[src/rtl/chg_seq.sv]
module chg_seq #(
  parameter int PRE_TICKS = 6,
  parameter int TOT_TICKS = 20
) (
  input  logic       clk,
  input  logic       rst_n,
  input  logic       in_above_uvlo,
  input  logic       in_above_bat,
  input  logic       bat_low,
  input  logic       bat_below_rch,
  input  logic       cur_below_term,
  input  logic       tj_hot,
  input  logic       bat_present,
  input  logic       en,
  input  logic       test_mode,
  input  logic       tick,
  input  logic       ilim_sel,
  output logic [1:0] cur_req,
  output logic       chg_en,
  output logic       ilim_hi,
  output logic       pg_pull,
  output logic       chg_pull
);
  localparam int PW = (PRE_TICKS > 1) ? $clog2(PRE_TICKS) : 1;
  localparam int TW = (TOT_TICKS > 1) ? $clog2(TOT_TICKS) : 1;

  typedef enum logic [2:0] {PH_IDLE, PH_PRE, PH_FAST, PH_DONE, PH_FAULT} phase_t;

  phase_t        phase;
  logic [PW-1:0] pre_cnt;
  logic [TW-1:0] tot_cnt;
  logic          chg_st, test_q, act_q, ilim_q;

  logic active, run, charging, cnt_tick, pre_exp, tot_exp, term, start;

  assign active   = in_above_uvlo && in_above_bat;
  assign run      = active && en && bat_present;
  assign charging = (phase == PH_PRE) || (phase == PH_FAST);
  assign cnt_tick = tick && !test_mode;
  assign pre_exp  = cnt_tick && (phase == PH_PRE) && (pre_cnt == PW'(PRE_TICKS - 1));
  assign tot_exp  = cnt_tick && (tot_cnt == TW'(TOT_TICKS - 1));
  assign term     = cur_below_term && !tj_hot && !test_mode;
  assign start    = (phase == PH_IDLE) || (test_q && !test_mode) ||
                    (((phase == PH_DONE) || (phase == PH_FAULT)) && bat_below_rch);

  always_ff @(posedge clk or negedge rst_n) begin
    if (!rst_n) begin
      phase <= PH_IDLE; pre_cnt <= '0; tot_cnt <= '0; chg_st <= 1'b0; test_q <= 1'b0;
    end else if (!in_above_uvlo) begin
      phase <= PH_IDLE; pre_cnt <= '0; tot_cnt <= '0; chg_st <= 1'b0; test_q <= 1'b0;
    end else if (active) begin
      test_q <= test_mode;
      if (!en || !bat_present) begin
        phase <= PH_IDLE; pre_cnt <= '0; tot_cnt <= '0; chg_st <= 1'b0;
      end else if (start) begin
        phase   <= PH_PRE;
        pre_cnt <= '0;
        tot_cnt <= '0;
        if (phase == PH_IDLE) chg_st <= 1'b1;
      end else if (charging) begin
        if (pre_exp || tot_exp) begin
          phase  <= PH_FAULT;
          chg_st <= 1'b0;
        end else begin
          if (cnt_tick) begin
            tot_cnt <= tot_cnt + 1'b1;
            if (phase == PH_PRE) pre_cnt <= pre_cnt + 1'b1;
          end
          if (phase == PH_PRE && !bat_low) phase <= PH_FAST;
          else if (phase == PH_FAST && term) begin
            phase  <= PH_DONE;
            chg_st <= 1'b0;
          end
        end
      end
    end
  end

  always_ff @(posedge clk or negedge rst_n) begin
    if (!rst_n) begin
      act_q  <= 1'b0;
      ilim_q <= 1'b0;
    end else begin
      act_q <= active;
      if (active && !act_q) ilim_q <= ilim_sel;
    end
  end

  assign chg_en   = run && charging;
  assign cur_req  = !chg_en ? 2'b00 : tj_hot ? 2'b11 : (phase == PH_PRE) ? 2'b01 : 2'b10;
  assign pg_pull  = active;
  assign chg_pull = active && chg_st;
  assign ilim_hi  = active && (act_q ? ilim_q : ilim_sel);

  AST_SLEEP_HOLD: assert property (@(posedge clk) disable iff (!rst_n)
    (in_above_uvlo && !in_above_bat) |=> ($stable(tot_cnt) && $stable(pre_cnt) && $stable(chg_st)));
  AST_TEST_FREEZE: assert property (@(posedge clk) disable iff (!rst_n)
    (run && test_mode && phase != PH_IDLE) |=> ($stable(pre_cnt) && $stable(tot_cnt)));
  AST_FAULT_QUIET: assert property (@(posedge clk) disable iff (!rst_n)
    (phase == PH_FAULT) |-> (!chg_en && !chg_pull && cur_req == 2'b00));
  AST_RCH_NO_CHG: assert property (@(posedge clk) disable iff (!rst_n)
    (run && phase == PH_DONE && bat_below_rch) |=> (phase == PH_PRE && !chg_pull));
  AST_TIMER_BOUND: assert property (@(posedge clk) disable iff (!rst_n)
    (pre_cnt < PW'(PRE_TICKS)) || (PW'(PRE_TICKS) == '0));
  AST_TOTAL_BOUND: assert property (@(posedge clk) disable iff (!rst_n)
    (phase == PH_FAST && tot_exp && !start && run) |=> (phase == PH_FAULT));
  AST_PDN_QUIET: assert property (@(posedge clk) disable iff (!rst_n)
    !in_above_uvlo |=> (phase == PH_IDLE && !chg_st));
endmodule

[config.mk]
export PLATFORM = sky130hd
export DESIGN_NAME = chg_seq
export DESIGN_NICKNAME = d
export VERILOG_FILES = /design/src/rtl/chg_seq.sv
export SDC_FILE = /design/constraint.sdc
export NUM_CORES = 1
export LEC_CHECK = 0
export BUFFER_PORTS_ARGS = -buffer_cell sky130_fd_sc_hd__buf_2
export CORE_ASPECT_RATIO = 0.5
export CORE_MARGIN = 2
export CORE_UTILIZATION = 30
export DETAILED_ROUTE_END_ITERATION = 10
export PLACE_DENSITY = 0.45
export SETUP_SLACK_MARGIN = 0.4
export SYNTH_ARGS = -nofsm -noshare
export SYNTH_HDL_FRONTEND = slang
export SYNTH_SLANG_ARGS = --single-unit
[constraint.sdc]
create_clock -name clk -period 2 [get_ports clk]
set_input_delay 0.4 -clock clk [delete_from_list [all_inputs] [get_ports clk]]
set_output_delay 0.4 -clock clk [all_outputs]
set_load 0.05 [all_outputs]
# --- Yosys cells after proc, flatten, opt, wreduce, memory -nomap -nowiden ---
# Cells that the tools add are included.
word_totals:
  register_bits: 15
  latchBits: 0
  mem_bits_rw: 0
  mem_bits_ro: 0
  input_bits: 13
  output_inout_bits: 6
  memories: 0
classes:
  add_sub_neg: 2
  multipliers: 0
  n_div: 0
  order_cmp: 0
  eq_ne: 15
  shift: 0
  n_mux: 38
  bitwise: 0
  reduce_logical: 34
op_table:
  columns: ["cell", "count"]
  rows:
  - ["2-to-1 mux 3 bit", 16]
  - ["2-to-1 mux 5 bit", 7]
  - ["logical AND 1 bit", 17]
  - ["2-to-1 mux 1 bit", 12]
  - ["!= test 4 x 1 -> 1 bit (second input constant)", 3]
  - ["AND reduction 5 bit", 2]
  - ["== test 3 x 2 -> 1 bit (second input constant)", 2]
  - ["== test 3 bit (second input constant)", 2]
  - ["zero test 1 bit", 6]
  - ["logical OR 1 bit", 6]
  - ["2-to-1 mux 2 bit", 3]
  - ["!= test 6 x 1 -> 1 bit (second input constant)", 1]
  - ["adder 5 x 1 -> 5 bit (second input constant)", 1]
  - ["== test 5 bit (second input constant)", 1]
  - ["!= test 5 x 1 -> 1 bit (second input constant)", 1]
  - ["!= test 5 bit (second input constant)", 1]
  - ["!= test 4 x 2 -> 1 bit (second input constant)", 1]
  - ["!= test 4 bit (second input constant)", 1]
  - ["AND reduction 4 bit", 1]
  - ["adder 3 x 1 -> 3 bit (second input constant)", 1]
  - ["== test 3 x 1 -> 1 bit (second input constant)", 1]
  - ["zero test 3 bit", 1]
  - ["AND reduction 3 bit", 1]
  - ["!= test 2 x 1 -> 1 bit (second input constant)", 1]

# --- Logic depth before layout (Yosys ltp) ---
# Gate-level depths: netlist of run 1.
depth:
  depth_word: 12
  ltp_mapped: 7
  depth_no_buf: 7

# --- Worst setup path before layout of run 1 ---
# No wires, ideal clock.
synth_timing:
  path_type: "reg-to-output"
  startpoint: "register phase[0]"
  endpoint: "output port cur_req[0]"
  arrival_ns: 1.898
  required_ns: 1.600
  slack_ns: -0.298
  stages_incl_launch_ff: 6
  n_path_buf: 1
  cell_sequence: "dfrtp_1 > buf_4 > xnor2_1 > nor2_1 > and3_1 > o21a_1"
synth_via:
  elab_chain_cells: 4
  word_cells_on_any_way: 7
synth_rtl:
  columns: ["element", "line", "text"]
  rows:
  - ["from (decl)", "29", "phase_t phase;"]
  - ["from (signal assigned)", "48", "phase <= PH_IDLE; pre_cnt <= '0; tot_cnt <= '0; chg_st <= 1'b0; test_q <= 1'b0;"]
  - ["from (signal assigned)", "50", "phase <= PH_IDLE; pre_cnt <= '0; tot_cnt <= '0; chg_st <= 1'b0; test_q <= 1'b0;"]
  - ["from (signal assigned)", "54", "phase <= PH_IDLE; pre_cnt <= '0; tot_cnt <= '0; chg_st <= 1'b0;"]
  - ["== test 3 x 1 -> 1 bit / == test 3 x 2 -> 1 bit (equally long branches)", "38", "assign charging = (phase == PH_PRE) || (phase == PH_FAST);"]
  - ["logical OR 1 bit *", "38", null]
  - ["logical AND 1 bit *", "89", "assign chg_en = run && charging;"]
  - ["named net chg_en", "19", "output logic chg_en,"]
  - ["2-to-1 mux 2 bit *", "90", "assign cur_req = !chg_en ? 2'b00 : tj_hot ? 2'b11 : (phase == PH_PRE) ? 2'b01 : 2'b10;"]
  - ["to (decl)", "18", "output logic [1:0] cur_req,"]
# The timed path passes the listed nets; every way through them passes the cells marked *.

# --- Worst setup path after layout of run 1 ---
layout_timing:
  startpoint: "register phase[1]"
  endpoint: "output port cur_req[0]"
layout_via:
  elab_chain_cells: 4
  word_cells_on_any_way: 7
layout_rtl:
  columns: ["element", "line"]
  rows:
  - ["== test 3 x 1 -> 1 bit / == test 3 x 2 -> 1 bit (equally long branches)", "38, 90"]
  - ["2-to-1 mux 2 bit / logical OR 1 bit (equally long branches)", "90, 38"]
  - ["2-to-1 mux 2 bit / logical AND 1 bit (equally long branches)", "90, 89"]
  - ["2-to-1 mux 2 bit *", "90"]
# Mark *: on every way between the ends. The rest lies on a longest branch, timed or not.

==> flow_metrics.env, run 1 <==
export IMPL_outcome="finished clean"
export IMPL_yosysSeqAreaShare=0.353
export IMPL_clock_latency_ns=0.25
export IMPL_cp_max_fo=8
export IMPL_portBuffers=18
export IMPL_finalCritPeriodShare=0.951
export IMPL_wl_per_cell_um=14.2
export IMPL_ctsHoldBuffers=0
export IMPL_start_util=0.311
export IMPL_finalCoreUtilization=0.470
export IMPL_grt_pass1_vias=978
export IMPL_clock_sinks=15
export IMPL_antenna_found_initial=0
export IMPL_nets=172
export IMPL_row_count=15
export IMPL_finalWirelength_mm=2.93
export IMPL_synth_edf_count=0
export IMPL_die_w_um=88.2
export IMPL_worstPathRequired_ns=1.60
export IMPL_tightest_slew_ns=0.462
export IMPL_clk_path_buf_depth=2
export IMPL_syn_inst=112
export IMPL_seq_area_um2=379
export IMPL_crit_path_end_kind="output pin"
export IMPL_path_clk_slew_ns=0.06
export IMPL_cp_arrival_ns=1.50
export IMPL_area_delta_synth_final_pct=50.8
export IMPL_firstDrtPassIters=4
export IMPL_setup_tns_ns=0
export IMPL_layout_drive_gt1_share=0.535
export IMPL_skew_ns=0.00213
export IMPL_ys_seq_elements=15
export IMPL_crit_slowest_cell="dfrtp_2"
export IMPL_die_area_um2=4070
export IMPL_ys_flop_type="dfrtp_1"
export IMPL_final_max_slew_viol_count=0
export IMPL_root_buffer="clkbuf_8"
export IMPL_multi_input_area_um2=779
export IMPL_setup_worst_path_start="phase[1]"
export IMPL_cts_buffers=3
export IMPL_hold_viol_final=0
export IMPL_diodes=0
export IMPL_fin_hold_ws_ns=0.0570
export IMPL_synth_cell_area_um2=1060
export IMPL_cts_tree="built"
export IMPL_async_reset_ff_frac=1.00
export IMPL_yosysWarnings=0
export IMPL_die_h_um=46.1
export IMPL_fin_crit_ns=1.90
export IMPL_cp_start_kind="register"
export IMPL_hold_class="in2async"
export IMPL_power_density_nw_per_um2=457
export IMPL_maxCapViolations=0
export IMPL_nFillCells=332
export IMPL_design_core_area_um2=3420
export IMPL_p_leak_uw=0.000691
export IMPL_r2r_slack_ns=0.13
export IMPL_hpwl_mm=1.98
export IMPL_grt_ovfl_total=0
export IMPL_ioPinCount=19
export IMPL_slew_headroom=0.692
export IMPL_grtUsageTotal=0.153
export IMPL_via_per_inst=4.94
export IMPL_syn_area_per_cell_um2=9.50
export IMPL_path_cells="xnor2_1 > nor2_2 > and3_4 > o21a_4 > buf_6"
export IMPL_final_setup_viol_count=0
export IMPL_h_tree_depth=1
export IMPL_route_detailed_drc=0
export IMPL_antenna_left=0
export IMPL_max_freq_ghz=0.526
export IMPL_place_congestion=0.767
export IMPL_stdcell_area_um2=1600
export IMPL_vias=1018
export IMPL_dr_first_iter_drc_count=37
export IMPL_grt_pass1_wl_mm=4.64
export IMPL_crit_path_max_incr_delay_ns=0.46
export IMPL_synth_cell_types=47
export IMPL_worstSetupPathType="reg2out"
export IMPL_grt_max_degree=16
export IMPL_irDropWorstVdd_uv=232
export IMPL_place_area_um2=1270
export IMPL_syn_nets=128
export IMPL_rsz0062_at_grt="yes"
export IMPL_reg2reg_from="tot_cnt[0]"
-- synthesized netlist by cell type, types with 2 or more instances --
| cell | number | area share |
|---|---|---|
| nand2_1 | 6 | 0.021 |
| nor3_1 | 4 | 0.019 |
| dfrtp_1 | 15 | 0.35 |
| o21ai_1 | 6 | 0.028 |
| o21ai_0 | 3 | 0.014 |
| and3_1 | 5 | 0.029 |
| o21a_1 | 2 | 0.014 |
| inv_1 | 6 | 0.021 |
| mux2_2 | 3 | 0.032 |
| mux2i_1 | 2 | 0.019 |
| a21oi_1 | 6 | 0.028 |
| nand2b_1 | 2 | 0.012 |
| ha_1 | 3 | 0.035 |
| or2_1 | 2 | 0.012 |
| nor2b_1 | 2 | 0.012 |
| nor2_1 | 10 | 0.035 |
| nand3_1 | 5 | 0.024 |
-- logic make-up after synthesis --
family                     after synthesis  synth area share
AOI/OAI and AO/OA                       31             0.232
xor gates and xnor gates                 1           0.00824
muxes                                    5            0.0506
adders and majority gates                3            0.0353
buffers and inverters                    8            0.0388
and+or+nand+nor                         49             0.282
DFF                                     15             0.353
-- state kept, by name, summed over array words and instances, names as in the netlist --
register  flops
phase         3
ilim_q        1
tot_cnt       5
test_q        1
pre_cnt       3
act_q         1
chg_st        1
-- stage by stage --
stage          setup slack [ns]  power [uW]  std cells
2_1_floorplan             0.216         394        112
3_3_place_gp             0.0977         441        185
3_5_place_dp              0.108         440        185
4_1_cts                  0.0866         721        200
5_1_grt                  0.0408         777        206
6_report                 0.0980         733        206
-- layout by cell type, fill, tap and decap left out, types with 2 or more instances in the layout --
master and n:
a21oi_1 4, a21oi_2 2, and3_1 4, buf_2 16, buf_4 15, buf_6 9, clkbuf_8 3, dfrtp_1 12
dfrtp_2 3, ha_2 2, inv_1 6, mux2_2 3, mux2i_1 2, nand2_1 6, nand2b_1 2, nand3_1 3
nand3_2 2, nor2_1 6, nor2_2 2, nor2_4 2, nor2b_1 2, nor3_2 3, o21a_4 2, o21ai_0 2
o21ai_1 7, o31ai_4 2, or2_4 2
-- final timing paths --
path | to | cells after the start
worst min-delay path | act_q | 1
max in group asynchronous | phase[0] | 1
min in group clk | ilim_q | 2
worst max-delay path | cur_req[0] | 5
worst min register to register | ilim_q | 1
worst max register to register | pre_cnt[2] | 7
-- worst max-delay path, delay by kind of cell, from the launching register on --
kind	cells	cell delay, ns
simple gates	2	0.35
flops	1	0.46
xor+xnor	1	0.18
buf+inv	1	0.15
compound gates	1	0.12
-- per-layer routing --
metal	up-vias	part of all wire	track usage
met5	-	0	0
met3	6	0.039	0.0376
met2	21	0.49	0.254
li1	506	-	-
met4	0	0.020	0.0333
met1	485	0.45	0.207
-- power by group --
group / leakage [uW] / total, uW / switching, uW / internal, uW
logic: 0.000469 / 161 / 87.9 / 73.2
registers: 0.000200 / 318 / 6.28 / 312
clock network: 0.0000228 / 254 / 113 / 141
total: 0.000691 / 733 / 207 / 526
-- timing repair --
item                       CTS  global route
setup endpoints to repair   14            15
gates resized for setup     16            23
pin swaps                    9            10
hold endpoints to repair     0             0
setup buffers               11             6
-- cell type report --
class / instances / area share
inverter: 6 / 0.0140
multi-input combinational: 89 / 0.486
timing repair buffer: 41 / 0.196
tap: 51 / 0.0398
clock buffer: 4 / 0.0281
sequential: 15 / 0.236
Power figures use the tool's default switching activity.
==> inputs of run 2 (changes only) <==
--- a/config.mk
+++ b/config.mk
@@ -7,9 +7,10 @@
 export LEC_CHECK = 0
 export BUFFER_PORTS_ARGS = -buffer_cell sky130_fd_sc_hd__buf_2
 export CORE_ASPECT_RATIO = 0.5
-export CORE_MARGIN = 2
+export CORE_MARGIN = 4
 export CORE_UTILIZATION = 30
 export DETAILED_ROUTE_END_ITERATION = 10
+export HOLD_SLACK_MARGIN = 0.03
 export PLACE_DENSITY = 0.45
 export SETUP_SLACK_MARGIN = 0.4
 export SYNTH_ARGS = -nofsm -noshare
==> flow_metrics.env, run 2 (synthesis results as in run 1) <==
export IMPL_outcome="finished clean"
export IMPL_design_core_area_um2=3190
export IMPL_final_setup_viol_count=0
export IMPL_final_cell_mix="buf_4, buf_2, dfrtp_1, nor2_1, o21ai_1"
export IMPL_place_area_um2=1270
export IMPL_irDropWorstVdd_uv=253
export IMPL_area_delta_synth_final_pct=51.6
export IMPL_firstDrtPassIters=4
export IMPL_cp_start_kind="register"
export IMPL_cp_arrival_ns=1.49
export IMPL_seq_power_share=0.436
export IMPL_largestRegisters="tot_cnt (5), phase (3), pre_cnt (3)"
export IMPL_worstSetupPathType="reg2out"
export IMPL_tightest_slew_ns=0.361
export IMPL_skew_ns=0.00213
export IMPL_finalCoreUtilization=0.506
export IMPL_crit_path_end_kind="output pin"
export IMPL_max_freq_ghz=0.530
export IMPL_path_cells="xnor2_1 > nor2_2 > and3_4 > o21a_4 > buf_8"
export IMPL_nets=176
export IMPL_slew_headroom=0.759
export IMPL_finalWirelength_mm=3.01
export IMPL_p_sw_frac=0.279
export IMPL_fin_crit_ns=1.89
export IMPL_route_detailed_drc=0
export IMPL_crit_slowest_cell="dfrtp_2"
export IMPL_stdcell_area_um2=1610
export IMPL_grt_max_degree=16
export IMPL_crit_path_max_incr_delay_ns=0.46
export IMPL_grt_pass1_vias=1069
export IMPL_final_max_slew_viol_count=0
export IMPL_worstPathRequired_ns=1.60
export IMPL_p_int_uw=526
export IMPL_place_congestion=0.763
export IMPL_clk_path_buf_depth=2
export IMPL_top_register="tot_cnt"
export IMPL_die_w_um=92.2
export IMPL_rsz0062_at_grt="yes"
export IMPL_critical_path_top_delay_family="flip-flops"
export IMPL_gr_usage_met2=0.243
export IMPL_hold_viol_final=0
export IMPL_wl_per_cell_um=14.5
export IMPL_path_buf_inv=1
export IMPL_h_tree_depth=1
export IMPL_grt_pass1_wl_mm=5.16
export IMPL_cts_buffers=3
export IMPL_p_sw_uw=203
export IMPL_largest_reg_flops=5
export IMPL_maxCapViolations=0
export IMPL_setup_tns_ns=0
export IMPL_power_density_nw_per_um2=452
export IMPL_dr_first_iter_drc_count=43
export IMPL_path_clk_slew_ns=0.07
export IMPL_use_met1=0.181
export IMPL_grt_use_met3=0.0395
export IMPL_grt_ovfl_total=0
export IMPL_comb_power_share=0.216
export IMPL_clock_latency_ns=0.25
export IMPL_clock_sinks=15
export IMPL_antenna_found_initial=0
export IMPL_die_h_um=50.1
export IMPL_row_count=14
export IMPL_cp_max_fo=8
export IMPL_p_leak_uw=0.000718
export IMPL_finalCritPeriodShare=0.943
export IMPL_layout_drive_gt1_share=0.535
export IMPL_diodes=0
export IMPL_globalRoute_busiestLayer="met2"
export IMPL_grtUsageTotal=0.143
export IMPL_final_common_cell="buf_4"
export IMPL_die_area_um2=4620
export IMPL_cts_tree="built"
export IMPL_clkPwrFrac=0.349
export IMPL_ioPinCount=19
export IMPL_hpwl_mm=2.04
export IMPL_antenna_left=0
export IMPL_root_buffer="clkbuf_8"
export IMPL_hold_class="in2async"
export IMPL_portBuffers=18
export IMPL_via_per_inst=4.87
export IMPL_start_util=0.334
export IMPL_vias=1009
==> run 2: changes by cell type in the layout (fill, tap and decap cells not counted), moves of 2 or more <==
cell and delta:
buf_6 -4, nor3_2 -2, buf_8 +2, nor2_4 -2
nor2_1 +2, buf_4 +6
==> run 2: layout make-up <==
type	count	area, um2
inverter	6	22.5
tap	48	60.1
multi-input combinational	89	759
sequential	15	379
timing repair buffer	45	347
clock buffer	4	45.0
fill	322	1580
==> run 2: per-layer routing <==
layer / wire length (um) / up-vias
met5: 0 / -
met3: 99 / 6
met4: 46 / 0
met1: 1470 / 479
li1: - / 508
met2: 1400 / 16
==> run 2: path summary, 6_finish.rpt <==
path | from | end | slack [ns] | cells after the start
min in group clk | ilim_sel | ilim_q | 0.40 | 2
hold reg to reg | ilim_q | ilim_q | 0.51 | 1
setup reg to reg | phase[0] | tot_cnt[2] | 0.13 | 7
max in group asynchronous | rst_n | phase[2] | 1.66 | 1
setup / recovery | phase[1] | cur_req[0] | 0.11 | 5
hold / removal | rst_n | test_q | 0.05 | 1
==> run 2: what timing repair did <==
action / in CTS / in global routing
hold buffers: 0 / 0
gates resized for setup: 30 / 6
pin swaps: 10 / 2
setup endpoints to repair: 15 / 14
buffers inserted: 19 / 2
==> run 2: power groups by stage <==
| stage | sequential [uW] | combinational [uW] | clock [uW] |
|---|---|---|---|
| 2_1_floorplan | 320 | 73.4 | 0 |
| 3_3_place_gp | 324 | 119 | 0 |
| 3_5_place_dp | 325 | 118 | 0 |
| 4_1_cts | 318 | 152 | 267 |
| 5_1_grt | 319 | 171 | 282 |
| 6_report | 318 | 157 | 254 |
==> run 2: worst reg2reg max path, cell delays in order, from the launching register on <==
cell	delay, ns
dfrtp_2	0.43
buf_4	0.15
or3b_4	0.39
nand3_4	0.10
o31ai_4	0.09
buf_4	0.15
or4_1	0.39
o21ai_1	0.09
==> run 2: stage by stage <==
stage / hold slack, ns / instances / total power, uW / worst slack, ns
after floorplan: 0.104 / 112 / 394 / 0.216
after detailed placement: 0.338 / 182 / 442 / 0.0665
after CTS: 0.0746 / 205 / 737 / 0.0983
final: 0.0515 / 207 / 729 / 0.115
after global placement: 0.344 / 182 / 443 / 0.0287
after global routing: 0.0776 / 207 / 772 / 0.0359
